[src/rtl/awdt_pkg.sv]
package awdt_pkg;
  typedef enum logic [1:0] {
    SEL_CTRL   = 2'd0,
    SEL_CFG    = 2'd1,
    SEL_CNT_LO = 2'd2,
    SEL_CNT_HI = 2'd3
  } awdt_sel_e;

  localparam int CTL_CIR_EN  = 7;
  localparam int CTL_MSE_EN  = 6;
  localparam int CTL_KBD_EN  = 5;
  localparam int CTL_GP_EN   = 4;
  localparam int CTL_FORCE   = 1;
  localparam int CTL_STATUS  = 0;

  localparam int CFG_UNIT_SEC = 7;
  localparam int CFG_KRST_EN  = 6;
  localparam int CFG_EVT_EN   = 5;
  localparam int CFG_PGD_EN   = 4;

  localparam logic [7:0] CFG_RESET = 8'h80;
  localparam int NUM_EVT = 4;
endpackage

[src/rtl/awdt_regs.sv]
module awdt_regs
  import awdt_pkg::*;
#(
  parameter int CNT_BYTES = 2,
  localparam int CNT_W = 8 * CNT_BYTES
) (
  input  logic             clk,
  input  logic             rst_n,
  input  logic             reg_wr,
  input  logic [1:0]       reg_sel,
  input  logic [7:0]       reg_wdata,
  output logic [7:0]       reg_rdata,
  input  logic [CNT_W-1:0] live_cnt,
  input  logic             timeout,
  output logic [NUM_EVT-1:0] evt_en,
  output logic [7:0]       cfg,
  output logic [CNT_W-1:0] prog,
  output logic [CNT_W-1:0] cnt_wval,
  output logic             cnt_wr,
  output logic             force_tmo,
  output logic             status
);
  logic [NUM_EVT-1:0] en_q, en_d;
  logic [7:0]         cfg_q, cfg_d;
  logic [CNT_W-1:0]   prog_q, prog_d;
  logic               stat_q, stat_d;
  logic               wr_ctrl;
  logic [7:0]         hi_rd;

  assign wr_ctrl = reg_wr && (reg_sel == SEL_CTRL);

  generate
    if (CNT_BYTES > 1) begin : g_hi
      assign hi_rd = live_cnt[CNT_W-1 -: 8];
    end else begin : g_no_hi
      assign hi_rd = 8'h00;
    end
  endgenerate

  always_comb begin
    en_d   = en_q;
    cfg_d  = cfg_q;
    prog_d = prog_q;
    cnt_wr = 1'b0;
    if (wr_ctrl) en_d = reg_wdata[CTL_CIR_EN:CTL_GP_EN];
    if (reg_wr && reg_sel == SEL_CFG) cfg_d = reg_wdata;
    if (reg_wr && reg_sel == SEL_CNT_LO) begin
      prog_d[7:0] = reg_wdata;
      cnt_wr      = 1'b1;
    end
    if (CNT_BYTES > 1 && reg_wr && reg_sel == SEL_CNT_HI) begin
      prog_d[CNT_W-1 -: 8] = reg_wdata;
      cnt_wr               = 1'b1;
    end
    if (timeout)                        stat_d = 1'b1;
    else if (wr_ctrl && reg_wdata == 8'h00) stat_d = 1'b0;
    else                                stat_d = stat_q;
  end

  always_ff @(posedge clk or negedge rst_n) begin
    if (!rst_n) begin
      en_q   <= '0;
      cfg_q  <= CFG_RESET;
      prog_q <= '0;
      stat_q <= 1'b0;
    end else begin
      en_q   <= en_d;
      cfg_q  <= cfg_d;
      prog_q <= prog_d;
      stat_q <= stat_d;
    end
  end

  always_comb begin
    unique case (reg_sel)
      SEL_CTRL:   reg_rdata = {en_q, 3'b000, stat_q};
      SEL_CFG:    reg_rdata = cfg_q;
      SEL_CNT_LO: reg_rdata = live_cnt[7:0];
      default:    reg_rdata = hi_rd;
    endcase
  end

  assign evt_en    = en_q;
  assign cfg       = cfg_q;
  assign prog      = prog_q;
  assign cnt_wval  = prog_d;
  assign force_tmo = wr_ctrl && reg_wdata[CTL_FORCE];
  assign status    = stat_q;

  // a timeout always leaves the flag set
  assert_flag_set_R3: assert property (@(posedge clk) disable iff (!rst_n)
    timeout |=> stat_q);
  // flag only falls on a zero control write
  assert_sticky_R8: assert property (@(posedge clk) disable iff (!rst_n)
    (stat_q && !(wr_ctrl && reg_wdata == 8'h00)) |=> stat_q);
endmodule

[src/rtl/awdt_reload.sv]
module awdt_reload
  import awdt_pkg::*;
#(
  parameter int RELOAD_DLY = 4,
  localparam int DLY_W = (RELOAD_DLY > 1) ? $clog2(RELOAD_DLY) : 1
) (
  input  logic               clk,
  input  logic               rst_n,
  input  logic [NUM_EVT-1:0] evt_in,
  input  logic [NUM_EVT-1:0] evt_en,
  output logic               fire
);
  logic             pend_q, pend_d;
  logic [DLY_W-1:0] dly_q, dly_d;
  logic             hit;

  assign hit  = |(evt_in & evt_en);
  assign fire = pend_q && (dly_q == DLY_W'(RELOAD_DLY - 1));

  always_comb begin
    pend_d = pend_q;
    dly_d  = dly_q;
    if (!pend_q) begin
      if (hit) begin
        pend_d = 1'b1;
        dly_d  = '0;
      end
    end else if (fire) begin
      pend_d = 1'b0;
    end else begin
      dly_d = dly_q + 1'b1;
    end
  end

  always_ff @(posedge clk or negedge rst_n) begin
    if (!rst_n) begin
      pend_q <= 1'b0;
      dly_q  <= '0;
    end else begin
      pend_q <= pend_d;
      dly_q  <= dly_d;
    end
  end

  // an idle reload path with no enabled event stays idle
  assert_idle_R5: assert property (@(posedge clk) disable iff (!rst_n)
    (!pend_q && !hit) |=> !pend_q);
endmodule

[src/rtl/awdt_counter.sv]
module awdt_counter #(
  parameter int CNT_W   = 16,
  parameter int MIN_DIV = 60,
  localparam int DIV_W  = $clog2(MIN_DIV)
) (
  input  logic             clk,
  input  logic             rst_n,
  input  logic             sec_tick,
  input  logic             unit_sec,
  input  logic             cnt_wr,
  input  logic [CNT_W-1:0] cnt_wval,
  input  logic             reload,
  input  logic [CNT_W-1:0] prog,
  output logic [CNT_W-1:0] cnt,
  output logic             expire
);
  logic [CNT_W-1:0] cnt_q, cnt_d;
  logic [DIV_W-1:0] div_q, div_d;
  logic             div_wrap, unit_tick, running, reload_eff;

  assign running    = (cnt_q != '0);
  assign reload_eff = reload && running;
  assign div_wrap   = (div_q == DIV_W'(MIN_DIV - 1));
  assign unit_tick  = sec_tick && (unit_sec || div_wrap);
  assign expire     = !cnt_wr && !reload_eff && unit_tick && (cnt_q == CNT_W'(1));

  always_comb begin
    cnt_d = cnt_q;
    div_d = div_q;
    if (cnt_wr || reload_eff)
      div_d = '0;
    else if (sec_tick)
      div_d = div_wrap ? '0 : div_q + 1'b1;
    if (cnt_wr)
      cnt_d = cnt_wval;
    else if (reload_eff)
      cnt_d = prog;
    else if (unit_tick && running)
      cnt_d = cnt_q - 1'b1;
  end

  always_ff @(posedge clk or negedge rst_n) begin
    if (!rst_n) begin
      cnt_q <= '0;
      div_q <= '0;
    end else begin
      cnt_q <= cnt_d;
      div_q <= div_d;
    end
  end

  assign cnt = cnt_q;

  // a stopped counter stays stopped without a count write
  assert_stopped_R2: assert property (@(posedge clk) disable iff (!rst_n)
    (!running && !cnt_wr) |=> (cnt_q == '0));
  // one step per unit tick
  assert_step_R3: assert property (@(posedge clk) disable iff (!rst_n)
    (running && unit_tick && !cnt_wr && !reload) |=> (cnt_q == $past(cnt_q) - 1'b1));
  // a reload on a running counter lands the programmed value
  assert_reload_R5: assert property (@(posedge clk) disable iff (!rst_n)
    (reload && running && !cnt_wr) |=> (cnt_q == $past(prog)));
endmodule

[src/rtl/awdt_pulse.sv]
module awdt_pulse #(
  parameter int PULSE_LEN = 16,
  localparam int PL_W = $clog2(PULSE_LEN + 1)
) (
  input  logic clk,
  input  logic rst_n,
  input  logic trig,
  output logic pulse
);
  logic [PL_W-1:0] left_q, left_d;

  always_comb begin
    left_d = left_q;
    if (trig)                left_d = PL_W'(PULSE_LEN);
    else if (left_q != '0)   left_d = left_q - 1'b1;
  end

  always_ff @(posedge clk or negedge rst_n) begin
    if (!rst_n) left_q <= '0;
    else        left_q <= left_d;
  end

  assign pulse = (left_q != '0);

  // a trigger raises the pulse on the next cycle
  assert_pulse_start_R9: assert property (@(posedge clk) disable iff (!rst_n)
    trig |=> pulse);
endmodule

[src/rtl/activity_wdt.sv]
module activity_wdt
  import awdt_pkg::*;
#(
  parameter int CNT_BYTES  = 2,
  parameter int RELOAD_DLY = 4,
  parameter int PULSE_LEN  = 16,
  parameter int MIN_DIV    = 60
) (
  input  logic       clk,
  input  logic       rst_n,
  input  logic       reg_wr,
  input  logic [1:0] reg_sel,
  input  logic [7:0] reg_wdata,
  output logic [7:0] reg_rdata,
  input  logic       sec_tick,
  input  logic       gp_rd_evt,
  input  logic       cir_wr_evt,
  input  logic       kbd_irq_evt,
  input  logic       mse_irq_evt,
  output logic       kbd_rst_o,
  output logic       pgood_drop_o,
  output logic       tmo_evt_o
);
  localparam int CNT_W = 8 * CNT_BYTES;

  logic               rs_meta, rs_n;
  logic [NUM_EVT-1:0] evt_en, evt_in;
  logic [7:0]         cfg;
  logic [CNT_W-1:0]   prog, cnt_wval, live;
  logic               cnt_wr, force_tmo, status, fire, expire, timeout;
  logic               evt_q, evt_d;
  logic               trig_krst, trig_pgd;

  always_ff @(posedge clk or negedge rst_n) begin
    if (!rst_n) begin
      rs_meta <= 1'b0;
      rs_n    <= 1'b0;
    end else begin
      rs_meta <= 1'b1;
      rs_n    <= rs_meta;
    end
  end

  assign evt_in = {cir_wr_evt, mse_irq_evt, kbd_irq_evt, gp_rd_evt};

  awdt_regs #(.CNT_BYTES(CNT_BYTES)) u_regs (
    .clk(clk), .rst_n(rs_n), .reg_wr(reg_wr), .reg_sel(reg_sel),
    .reg_wdata(reg_wdata), .reg_rdata(reg_rdata), .live_cnt(live),
    .timeout(timeout), .evt_en(evt_en), .cfg(cfg), .prog(prog),
    .cnt_wval(cnt_wval), .cnt_wr(cnt_wr), .force_tmo(force_tmo),
    .status(status)
  );

  awdt_reload #(.RELOAD_DLY(RELOAD_DLY)) u_reload (
    .clk(clk), .rst_n(rs_n), .evt_in(evt_in), .evt_en(evt_en), .fire(fire)
  );

  awdt_counter #(.CNT_W(CNT_W), .MIN_DIV(MIN_DIV)) u_cnt (
    .clk(clk), .rst_n(rs_n), .sec_tick(sec_tick), .unit_sec(cfg[CFG_UNIT_SEC]),
    .cnt_wr(cnt_wr), .cnt_wval(cnt_wval), .reload(fire), .prog(prog),
    .cnt(live), .expire(expire)
  );

  assign timeout   = expire || force_tmo;
  assign trig_krst = timeout && cfg[CFG_KRST_EN];
  assign trig_pgd  = timeout && cfg[CFG_PGD_EN];
  assign evt_d     = timeout && cfg[CFG_EVT_EN];

  awdt_pulse #(.PULSE_LEN(PULSE_LEN)) u_krst (
    .clk(clk), .rst_n(rs_n), .trig(trig_krst), .pulse(kbd_rst_o)
  );
  awdt_pulse #(.PULSE_LEN(PULSE_LEN)) u_pgd (
    .clk(clk), .rst_n(rs_n), .trig(trig_pgd), .pulse(pgood_drop_o)
  );

  always_ff @(posedge clk or negedge rs_n) begin
    if (!rs_n) evt_q <= 1'b0;
    else       evt_q <= evt_d;
  end
  assign tmo_evt_o = evt_q;

  // the event output is a single-cycle pulse
  assert_evt_single_R10: assert property (@(posedge clk) disable iff (!rs_n)
    (tmo_evt_o && !evt_d) |=> !tmo_evt_o);
  // a forcing control write always records a timeout
  assert_force_R7: assert property (@(posedge clk) disable iff (!rs_n)
    force_tmo |=> status);
endmodule

[config.mk]
export PLATFORM = sky130hd
export DESIGN_NAME = activity_wdt
export DESIGN_NICKNAME = d
export VERILOG_FILES = /design/src/rtl/awdt_pkg.sv /design/src/rtl/awdt_regs.sv /design/src/rtl/awdt_reload.sv /design/src/rtl/awdt_counter.sv /design/src/rtl/awdt_pulse.sv /design/src/rtl/activity_wdt.sv
export SDC_FILE = /design/constraint.sdc
export NUM_CORES = 1
export LEC_CHECK = 0
export ABC_AREA = 0
export BUFFER_PORTS_ARGS = -buffer_cell sky130_fd_sc_hd__buf_4
export CAP_MARGIN = 20
export CORE_UTILIZATION = 45
export CTS_CLUSTER_SIZE = 10
export DETAILED_ROUTE_END_ITERATION = 6
export RECOVER_POWER = 50
export SLEW_MARGIN = 30
export SYNTH_ARGS = -nofsm -noshare
export SYNTH_HDL_FRONTEND = slang
export SYNTH_SLANG_ARGS = --single-unit
[constraint.sdc]
create_clock -name clk -period 2.12 [get_ports clk]
set_input_delay 0.106 -clock clk [delete_from_list [all_inputs] [get_ports clk]]
set_output_delay 0.106 -clock clk [all_outputs]
set_load 0.02 [all_outputs]
==> results.py <==
metrics = {
    "critical_path": {
        "r2r_start": "u_cnt.cnt[1]$_DFFE_PN0P_",
        "cp_max_fo": 10,
        "reg2reg_depth": 10,
        "timing.rr.end": "u_cnt.cnt[4]$_DFFE_PN0P_",
        "crit_arrival_ns": 2.30,
        "r2r_setup_slack_ns": 0.06,
        "worst_ep_required_time_ns": 2.36,
        "cp-start-kind": "flip-flop",
        "worstPathCellList": "inv_1 > ha_1 > nor3b_2 > nand4_1 > buf_4 > buf_8 > a21boi_2 > buf_4 > o221a_2 > a221o_1",
        "worstSetupPathType": "reg -> reg",
        "cp_common_cell": "buf_4",
        "end_kind": "flip-flop",
        "cp_slowest_cell": "dfrtp_1",
        "max_stage_delay_ns": 0.35,
    },
    "clocking": {
        "clk_latency_ns": 0.36,
        "clock_sinks": 67,
        "cts_buffers": 9,
        "cts_root_buffer": "clkbuf_8",
        "htreeDepth": 3,
        "cts_tree": "done",
        "clockBufferDepth": 2,
        "clk_pin_slew_worst_paths_ns": 0.07,
    },
    "yosys": {
        "synth_top_family_by_area": "simple AND/OR/NAND/NOR gates",
        "ys_seq_area_share_pct": 44.3,
        "netlist_instances": 371,
        "synth_warnings": 0,
        "yosysTopAreaCell": "dfrtp_1",
        "synth-compound-area-share_pct": 16.5,
        "ys_types": 70,
        "ys.flop_type": "dfrtp_1",
        "synth_seq_cells": 67,
        "netlist_area_um2": 3790,
        "synth-xor-area-share_pct": 2.08,
        "synthArstFlopShare_pct": 100,
        "yosys.cell_count.top_type": "dfrtp_1",
        "syn_avg_cell_area_um2": 10.2,
        "synth_edf_count": 0,
        "synthMuxAreaShare_pct": 10.9,
        "synth_simple_gate_area_share_pct": 20.3,
        "yosys-top-cells-count": "dfrtp_1, nand2_1, nor2_1",
        "synthAdderAreaFrac_pct": 2.64,
        "synth_area_leaders": "dfrtp_1, mux2_2, nand2_1",
        "synth_top_cell_area_share_pct": 43.6,
        "synth_nets": 397,
    },
    "cells_and_area": {
        "antenna_cells": 0,
        "design_area_um2": 4570,
        "finish.utilization_pct": 55.8,
        "nNetsFinal": 460,
        "multiInputGateArea_um2": 2010,
        "regArea_um2": 1680,
        "synthToLayoutAreaGrowth_pct": 20.5,
        "drive_gt1_share_pct": 27.6,
        "finalNonFillerCells": 544,
        "fillers": 757,
    },
    "drt": {
        "firstDrtPassIters": 4,
        "drt-met1-wl_um": 4900,
        "avgRoutedWirePerCell_um": 19.3,
        "route.met2.wl_um": 4750,
        "drt_iter0_markers": 247,
        "antenna_left": 0,
        "drt-total-wl_um": 10500,
        "via_per_inst": 6.07,
        "num_vias": 3302,
        "drc": 0,
        "top_layer": "met4",
        "route.met3.wl_um": 565,
    },
    "power": {
        "swShare_pct": 38.1,
        "ir_drop_mv": 0.691,
        "powerDensity_nw_per_um2": 1190,
        "pwr-share-clk_pct": 21.9,
        "p_comb_share_pct": 38.3,
        "power_mw": 5.41,
        "intPower_mw": 3.35,
        "p_leak_nw": 1.98,
        "p_sw_mw": 2.06,
        "seqPwrFrac_pct": 39.8,
    },
    "grt": {
        "antenna_found_initial": 0,
        "grt_max_degree": 42,
        "gr-total-overflow": 0,
        "grt_pass1_vias": 3115,
        "grt_pass1_wl_um": 16900,
        "track_usage_pct": 26.1,
    },
    "timing": {
        "grt_setup_unrepaired": "true",
        "fin_crit_ns": 2.06,
        "clock_skew_ns": 0.0137,
        "setup_viol_count_final": 0,
        "timing.hold.ws_ns": 0.0129,
        "finalMaxSlewViolations": 0,
        "hold_viol": 0,
        "tightest_slew_ns": 1.10,
        "setup_tns_ns": 0,
        "slew_headroom_pct": 26.8,
        "fmaxAchievable_ghz": 0.487,
        "setup_slack_ns": 0.0650,
        "timing.final.crit_share_pct": 96.9,
    },
    "placement": {
        "post-dp-hpwl_um": 7880,
        "dp_cells": 523,
        "place_ws_ns": 0.0633,
        "dpl_cell_area_um2": 4320,
        "place.gp.congestion": 0.978,
        "portBuffers": 28,
    },
    "die": {
        "io_pins": 29,
        "die_x_um": 93.8,
        "fp-row-count": 33,
        "dieArea_um2": 8790,
        "core_area_um2": 8180,
        "initial_utilization_pct": 46.4,
        "die_y_um": 93.8,
    },
    "job": {
        "cap_violations": 0,
    },
    "min_path": {
        "holdCritPathClass": "in -> reg",
        "min_from": "reg_wdata[6]",
        "hold-path-cell-count": 3,
        "min_to": "u_regs.prog[6]$_DFF_PN0_",
    },
    "outcome": {
        "outcome": "finished, final reports clean",
    },
}
## state kept, by name, summed over array words and instances, names as in the netlist
register and flops:
u_regs.status 1, u_regs.evt_en 4, u_regs.cfg 8, tmo_evt_o 1
u_regs.prog 16, u_pgd.left_q 5, u_cnt.cnt 16, u_reload.dly_q 2
u_krst.left_q 5, rs_meta 1, rs_n 1, u_cnt.div_q 6
u_reload.pend_q 1
## power groups by stage
stage	clock [mW]	combinational (mW)	sequential, mW
after floorplan	0	1.44	2.01
after global placement	0	2.02	2.16
after detailed placement	0	2.05	2.16
after CTS	1.21	2.06	2.14
after global routing	1.26	2.31	2.21
final	1.18	2.07	2.15
## how the worst max path moves through the flow
stage                     cells past startpoint                        from                         to  slack, ns
after floorplan                               8    u_cnt.cnt[0]$_DFFE_PN0P_   u_cnt.cnt[6]$_DFFE_PN0P_       0.07
after global placement                        7  u_cnt.div_q[0]$_DFFE_PN0P_   u_cnt.cnt[1]$_DFFE_PN0P_       0.07
after detailed placement                      7  u_cnt.div_q[0]$_DFFE_PN0P_   u_cnt.cnt[1]$_DFFE_PN0P_       0.06
after CTS                                     7  u_cnt.div_q[0]$_DFFE_PN0P_   u_cnt.cnt[1]$_DFFE_PN0P_       0.03
after global routing                          8    u_cnt.cnt[1]$_DFFE_PN0P_  u_cnt.cnt[10]$_DFFE_PN0P_      -0.03
final                                        10    u_cnt.cnt[1]$_DFFE_PN0P_   u_cnt.cnt[4]$_DFFE_PN0P_       0.06
## cell type report
cell class	instances	share of cell area [%]
Multi-Input combinational cell	280	44.1
Tap cell	105	2.88
Inverter	10	0.822
Clock buffer	10	2.80
Clock inverter	6	1.97
Sequential cell	67	36.7
Timing Repair Buffer	66	10.7
## what timing repair did
item,4_1_cts,5_1_grt
setup buffers,0,3
hold buffers,1,0
gates resized for setup,0,6
endpoints found under the hold margin,2,0
endpoints found under the setup margin,0,25
## critical path, delay by kind of cell (launching register included)
family | cells | cell delay [ns]
compound gates | 3 | 0.58
fa+ha+maj | 1 | 0.19
buf+inv | 4 | 0.53
flops | 1 | 0.35
simple gates | 2 | 0.28
## placed cells by master (no fill, tap or decap), drive strengths merged, types with 4 or more instances in the layout
master,count
clkbuf,16
and3,6
a221oi,4
nor4,9
a211oi,5
ha,8
a21boi,4
nand4,5
o21a,4
xnor2,7
o21ai,11
inv,10
nor3,10
nand3,6
mux4,5
mux2,24
nand2,55
a221o,4
dfrtp,66
nor2,33
o22ai,6
a21oi,11
buf,59
## logic make-up after synthesis
kind of cell               count (synthesis)
and+or+nand+nor                          148
AOI/OAI and AO/OA                         81
DFF                                       67
muxes                                     32
buffers and inverters                     25
xor gates and xnor gates                   9
adders and majority gates                  8
other                                      1
## metal layers
metal	track usage [%]	up-vias
met5	0	-
met3	6.31	21
li1	-	1518
met1	36.6	1680
met4	8.85	0
met2	39.3	83
No activity file was read; power rests on OpenSTA's default activity.
